## src/rtl/texblk_pkg.sv

```systemverilog
package texblk_pkg;

    localparam int CH_W      = 8;
    localparam int EP_W      = 16;
    localparam int SEL_W     = 2;
    localparam int PAL_N     = 1 << SEL_W;
    localparam int IDX_W     = 4;
    localparam int TEXELS    = 1 << IDX_W;
    localparam int SEL_LSB   = 2 * EP_W;
    localparam int BLOCK_W   = SEL_LSB + SEL_W * TEXELS;
    localparam int RGBA_W    = 4 * CH_W;

    typedef struct packed {
        logic [CH_W-1:0] r;
        logic [CH_W-1:0] g;
        logic [CH_W-1:0] b;
        logic [CH_W-1:0] a;
    } rgba8_t;

    localparam rgba8_t CLEAR_BLACK = '{r: '0, g: '0, b: '0, a: '0};

endpackage

```

## src/rtl/texblk_widen.sv

```systemverilog
module texblk_widen #(
    parameter int IN_W  = 5,
    parameter int OUT_W = 8
) (
    input  logic [IN_W-1:0]  narrow,
    output logic [OUT_W-1:0] wide
);
    localparam int PAD_W = OUT_W - IN_W;

    // fill the low bits with copies of the top bits
    assign wide = {narrow, narrow[IN_W-1 -: PAD_W]};

endmodule

```

## src/rtl/texblk_palette.sv

```systemverilog
module texblk_palette
    import texblk_pkg::*;
(
    input  logic [EP_W-1:0] ep0,
    input  logic [EP_W-1:0] ep1,
    output rgba8_t          pal [PAL_N],
    output logic            four_mode
);
    localparam int NCH = 3;
    localparam int FLD_LSB [NCH] = '{11, 5, 0};
    localparam int FLD_W   [NCH] = '{5, 6, 5};

    logic [CH_W-1:0] w0  [NCH];
    logic [CH_W-1:0] w1  [NCH];
    logic [CH_W-1:0] t2  [NCH];
    logic [CH_W-1:0] t3  [NCH];
    logic [CH_W-1:0] avg [NCH];

    // unsigned compare of the raw endpoints picks the layout
    assign four_mode = ep0 > ep1;

    for (genvar ch = 0; ch < NCH; ch++) begin : g_chan
        logic [CH_W+1:0] a_x;
        logic [CH_W+1:0] b_x;

        texblk_widen #(.IN_W(FLD_W[ch]), .OUT_W(CH_W)) u_w0 (
            .narrow (ep0[FLD_LSB[ch] +: FLD_W[ch]]),
            .wide   (w0[ch])
        );
        texblk_widen #(.IN_W(FLD_W[ch]), .OUT_W(CH_W)) u_w1 (
            .narrow (ep1[FLD_LSB[ch] +: FLD_W[ch]]),
            .wide   (w1[ch])
        );

        assign a_x     = {2'b00, w0[ch]};
        assign b_x     = {2'b00, w1[ch]};
        assign t2[ch]  = CH_W'(((a_x << 1) + b_x) / (CH_W+2)'(3));
        assign t3[ch]  = CH_W'((a_x + (b_x << 1)) / (CH_W+2)'(3));
        assign avg[ch] = CH_W'((a_x + b_x) >> 1);
    end

    always_comb begin
        pal[0] = '{r: w0[0], g: w0[1], b: w0[2], a: '1};
        pal[1] = '{r: w1[0], g: w1[1], b: w1[2], a: '1};
        if (four_mode) begin
            pal[2] = '{r: t2[0], g: t2[1], b: t2[2], a: '1};
            pal[3] = '{r: t3[0], g: t3[1], b: t3[2], a: '1};
        end else begin
            // midpoint plus transparent black
            pal[2] = '{r: avg[0], g: avg[1], b: avg[2], a: '1};
            pal[3] = CLEAR_BLACK;
        end
    end

endmodule

```

## src/rtl/texblk_pick.sv

```systemverilog
module texblk_pick
    import texblk_pkg::*;
(
    input  logic [BLOCK_W-1:0] block,
    input  logic [IDX_W-1:0]   idx,
    output rgba8_t             texel
);
    rgba8_t           pal [PAL_N];
    logic             four_mode;
    logic [SEL_W-1:0] sel;

    texblk_palette u_pal (
        .ep0       (block[EP_W-1:0]),
        .ep1       (block[2*EP_W-1:EP_W]),
        .pal       (pal),
        .four_mode (four_mode)
    );

    // selector i occupies two bits starting at SEL_LSB + 2*i
    assign sel   = block[SEL_LSB + SEL_W * idx +: SEL_W];
    assign texel = pal[sel];

    always_comb begin
        if (!four_mode && sel == SEL_W'(PAL_N - 1)) begin
            assert (texel == CLEAR_BLACK)
                else $error("assert_clear_entry_R4");
        end
    end

endmodule

```

## src/rtl/texblk_decoder.sv

```systemverilog
module texblk_decoder
    import texblk_pkg::*;
(
    input  logic               clk,
    input  logic               rst_n,
    input  logic               req_valid,
    input  logic               req_whole,
    input  logic [IDX_W-1:0]   req_index,
    input  logic [BLOCK_W-1:0] req_block,
    output logic               out_valid,
    output logic [IDX_W-1:0]   out_index,
    output logic [RGBA_W-1:0]  out_rgba,
    output logic               busy
);
    localparam logic [IDX_W-1:0] LAST_IDX = IDX_W'(TEXELS - 1);

    typedef struct packed {
        logic               active;
        logic [IDX_W-1:0]   cnt;
        logic [BLOCK_W-1:0] blk;
        logic               ov;
        logic [IDX_W-1:0]   oidx;
        rgba8_t             pix;
    } seq_t;

    seq_t               st_q, st_d;
    logic [BLOCK_W-1:0] pick_blk;
    logic [IDX_W-1:0]   pick_idx;
    rgba8_t             pick_pix;

    // one decode path, fed by the captured block or the request
    always_comb begin
        if (st_q.active) begin
            pick_blk = st_q.blk;
            pick_idx = st_q.cnt;
        end else begin
            pick_blk = req_block;
            pick_idx = req_whole ? '0 : req_index;
        end
    end

    texblk_pick u_pick (
        .block (pick_blk),
        .idx   (pick_idx),
        .texel (pick_pix)
    );

    always_comb begin
        st_d    = st_q;
        st_d.ov = 1'b0;
        if (st_q.active) begin
            // sequence owns the datapath, requests dropped
            st_d.ov   = 1'b1;
            st_d.oidx = st_q.cnt;
            st_d.pix  = pick_pix;
            if (st_q.cnt == LAST_IDX) begin
                st_d.active = 1'b0;
            end else begin
                st_d.cnt = st_q.cnt + 1'b1;
            end
        end else if (req_valid) begin
            st_d.ov   = 1'b1;
            st_d.oidx = pick_idx;
            st_d.pix  = pick_pix;
            if (req_whole) begin
                st_d.active = 1'b1;
                st_d.blk    = req_block;
                st_d.cnt    = IDX_W'(1);
            end
        end
    end

    always_ff @(posedge clk or negedge rst_n) begin
        if (!rst_n) begin
            st_q <= '0;
        end else begin
            st_q <= st_d;
        end
    end

    assign out_valid = st_q.ov;
    assign out_index = st_q.oidx;
    assign out_rgba  = st_q.pix;
    assign busy      = st_q.active;

    assert_single_echo_R7: assert property (@(posedge clk) disable iff (!rst_n)
        (req_valid && !busy && !req_whole) |=> (out_valid && !busy && out_index == $past(req_index)));

    assert_stream_start_R8: assert property (@(posedge clk) disable iff (!rst_n)
        (req_valid && !busy && req_whole) |=> (out_valid && busy && out_index == '0));

    assert_stream_step_R8: assert property (@(posedge clk) disable iff (!rst_n)
        busy |=> (out_valid && out_index == $past(out_index) + 1'b1));

    assert_busy_tail_R9: assert property (@(posedge clk) disable iff (!rst_n)
        (out_valid && out_index == LAST_IDX && busy) |-> 1'b0 || !busy);

    assert_alpha_R5: assert property (@(posedge clk) disable iff (!rst_n)
        out_valid |-> (out_rgba[CH_W-1:0] == '1 || out_rgba == '0));

    assert_idle_R10: assert property (@(posedge clk) disable iff (!rst_n)
        (!busy && !req_valid) |=> (!out_valid && !busy));

endmodule

```

## config.mk

```make
export PLATFORM = sky130hd
export DESIGN_NAME = texblk_decoder
export DESIGN_NICKNAME = d
export VERILOG_FILES = /design/src/rtl/texblk_pkg.sv /design/src/rtl/texblk_widen.sv /design/src/rtl/texblk_palette.sv /design/src/rtl/texblk_pick.sv /design/src/rtl/texblk_decoder.sv
export SDC_FILE = /design/constraint.sdc
export NUM_CORES = 1
export LEC_CHECK = 0
export ABC_AREA = 1
export BUFFER_PORTS_ARGS = -buffer_cell sky130_fd_sc_hd__buf_2
export CAP_MARGIN = 20
export CORE_MARGIN = 3
export CORE_UTILIZATION = 46
export CTS_CLUSTER_DIAMETER = 100
export DETAILED_ROUTE_END_ITERATION = 8
export HOLD_SLACK_MARGIN = 0.05
export SYNTH_ARGS = -nofsm -noshare
export SYNTH_HDL_FRONTEND = slang
export SYNTH_SLANG_ARGS = --single-unit
```

## constraint.sdc

```tcl
create_clock -name clk -period 10.03 [get_ports clk]
set_input_delay 1.003 -clock clk [delete_from_list [all_inputs] [get_ports clk]]
set_output_delay 1.003 -clock clk [all_outputs]
set_load 0.02 [all_outputs]
```

==> flow_summary.json <==
{
  "die_area_sq_um": 26000,
  "maxCapViolCount": 0,
  "num_io_pins": 110,
  "grtUsageTotal_pct": 24.5,
  "postCtsSetupRepairBufs": 0,
  "final_nets": 1946,
  "synth_edf_count": 0,
  "core_area_sq_um": 23600,
  "gp_congestion": 0.905,
  "max_freq_mhz": 169,
  "grt_start_max_net_pins": 114,
  "period_needed_ns": 5.93,
  "ys_warn_count": 0,
  "syn_avg_cell_area_sq_um": 6.31,
  "startpoint_type": "flip-flop",
  "crit_family": "simple AND/OR/NAND/NOR gates",
  "fill_cells": 2471,
  "dp_hpwl_microns": 24200,
  "synth_flop_cell": "dfrtp_1",
  "overflow": 0,
  "clock-sinks": 99,
  "wl_met3_microns": 1670,
  "multi_input_area_sq_um": 7210,
  "place.port_buffers": 109,
  "path_buf_inv": 5,
  "dieWidth_microns": 161,
  "synthCells": 1757,
  "met1_length_microns": 15700,
  "area_growth_pct": 7.47,
  "crit_path_top_delay_cell": "dfrtp_4",
  "slew_headroom_pct": 30.6,
  "die_y_microns": 161,
  "cpMostUsedCell": "nand2_1",
  "yosys_register_bits": 99,
  "fin_worst_skew_ns": 0.0117,
  "avgRoutedWirePerCell_microns": 15.2,
  "cts_tree": "built",
  "post-synth-top-area-cell": "dfrtp_1",
  "clk_pin_slew_ns": 0.08,
  "synth.top_cell.area_share_pct": 22.3,
  "start_util_pct": 47.0,
  "hold_buffers": 0,
  "end_kind": "flip-flop",
  "crit_arrival_ns": 6.22,
  "syn_area_sq_um": 11100,
  "rsz0062_at_grt": "false",
  "vias": 11100,
  "antenna_found_initial": 0,
  "postRouteAntennaNets": 0,
  "drive_gt1_share_pct": 13.2,
  "synth.yosys.seq_area_share_pct": 22.3,
  "cts_htree_levels": 3,
  "synth_async_sr_flop_share_pct": 100,
  "setup_violations": 0,
  "cts_made_buffers": 9,
  "drcViolationCount": 0,
  "seq_area_sq_um": 2480,
  "cts-root-buf": "clkbuf_16",
  "critPathKind": "flip-flop to flip-flop",
  "synthTopCellsByArea": "dfrtp_1 (22%), nand2_1 (18%), ha_1 (8.5%)",
  "clock_latency_ns": 0.37,
  "hp-class": "flip-flop to flip-flop",
  "route.met2.wl_microns": 14200,
  "hold_violations": 0,
  "slowest_delay_ns": 0.67,
  "worstMarginPinSlew_ns": 1.04,
  "via_per_inst": 5.24,
  "grt_pass1_vias": 10300,
  "drv_slew": 0,
  "drtPass1Iterations": 5,
  "cts_resized": 0,
  "synth_nets": 1909,
  "synth_cell_types": 53,
  "worst_ep_required_time_ns": 10.32,
  "first_iter_violations": 808,
  "antennaDiodeCount": 0,
  "status": "completed",
  "grt_pass1_wl_microns": 52000,
  "finalCritPeriodShare_pct": 59.1,
  "crit_fanout": 53,
  "top_layer_used": "met4",
  "cts_buffer_depth": 2,
  "row_count": 56,
  "setup-tns-final_ns": 0,
  "postRouteWirelength_microns": 32100
}
path summary, 6_finish.rpt:
check                                      from                       to  slack (ns)  depth (start not counted)
max                              busy$_DFF_PN0_  out_rgba[8]$_DFFE_PN0P_        4.10                         37
max reg2reg                      busy$_DFF_PN0_  out_rgba[8]$_DFFE_PN0P_        4.10                         37
min reg2reg                st_q[55]$_DFFE_PN0P_     st_q[55]$_DFFE_PN0P_        0.47                          2
min                        st_q[55]$_DFFE_PN0P_     st_q[55]$_DFFE_PN0P_        0.47                          2
min in group asynchronous                 rst_n  out_rgba[8]$_DFFE_PN0P_        0.66                          1
max in group asynchronous                 rst_n           busy$_DFF_PN0_        8.16                          2
layout make-up:
class                      count  area share (%)
clock inverter                 6           0.703
sequential                    99            20.8
multi-input combinational   1333            60.5
timing repair buffer         121            5.35
tap                          319            3.35
inverter                     230            7.24
clock buffer                  10            2.01
cells in the mapped netlist (2+ instances only):
cell	number
a211oi_1	3
a21o_1	4
a21oi_1	96
a21oi_2	6
a21oi_4	2
a311oi_1	2
a31oi_1	8
buf_1	3
buf_2	8
buf_4	44
clkbuf_1	38
clkinv_1	4
dfrtp_1	99
fa_1	5
ha_1	75
inv_1	218
inv_2	8
nand2_1	539
nand2_2	24
nand3_1	128
nand3_2	12
nand3b_1	2
nand4_1	11
nor2_1	80
nor2_2	5
nor2_4	2
nor3_1	5
o2111ai_1	2
o211ai_1	31
o21a_1	3
o21ai_0	151
o21ai_1	31
o21ai_2	15
o21ai_4	2
o21bai_1	6
o21bai_2	2
o221ai_1	7
o22ai_1	2
o31ai_1	5
or2_2	17
xnor2_1	3
xor2_1	38
stage by stage:
stage / instances / hold slack, ns / setup WS (ns) / area, sq um / utilization (%)
2_1_floorplan: 1757 / 0.441 / 4.53 / 11100 / -
3_3_place_gp: 2102 / 0.454 / 4.26 / 11600 / 49.1
3_5_place_dp: 2102 / 0.458 / 4.21 / 11600 / 49.1
4_1_cts: 2118 / 0.478 / 4.18 / 11900 / 50.5
5_1_grt: 2118 / 0.496 / 3.48 / 11900 / 50.5
6_report: 2118 / 0.473 / 4.10 / 11900 / 50.5
kinds of logic (layout without fill, tap and decap cells):
logic type	Yosys count	after routing	synth area share (%)
multiplexers	1	1	0.0903
adder cells (fa/ha/maj)	80	80	9.37
AO/OA/AOI/OAI	383	383	20.4
AND/OR/NAND/NOR	828	828	31.8
flip-flops	99	99	22.3
buffers and inverters	325	367	12.8
XOR/XNOR	41	41	3.24
per-layer routing:
| metal | vias up | track usage (%) |
|---|---|---|
| met1 | 5023 | 35.9 |
| met3 | 35 | 2.87 |
| met5 | - | 0 |
| met2 | 285 | 38.7 |
| met4 | 0 | 5.71 |
| li1 | 5763 | - |
cells in the final DEF (no fill, tap or decap), types with 24 or more instances in the layout:
cell type / n
a21oi_1: 96
nand2_2: 24
dfrtp_1: 98
nand2_1: 539
o211ai_1: 31
inv_1: 218
o21ai_1: 32
ha_1: 75
nand3_1: 127
xor2_1: 38
nor2_1: 79
buf_2: 108
o21ai_0: 150
worst min-delay path, cell delays in order (launching register included):
cell and delay, ns:
dfrtp_1 0.34, nand2_1 0.05, nand2_1 0.05
flip-flops by register name, indices dropped and copies added, names as in the netlist:
signal     flops
out_valid      1
out_index      4
busy           1
st_q          68
out_rgba      25
Power is not shown: default switching activity piles up to over one toggle a cycle in this logic, so the estimate is an artifact.
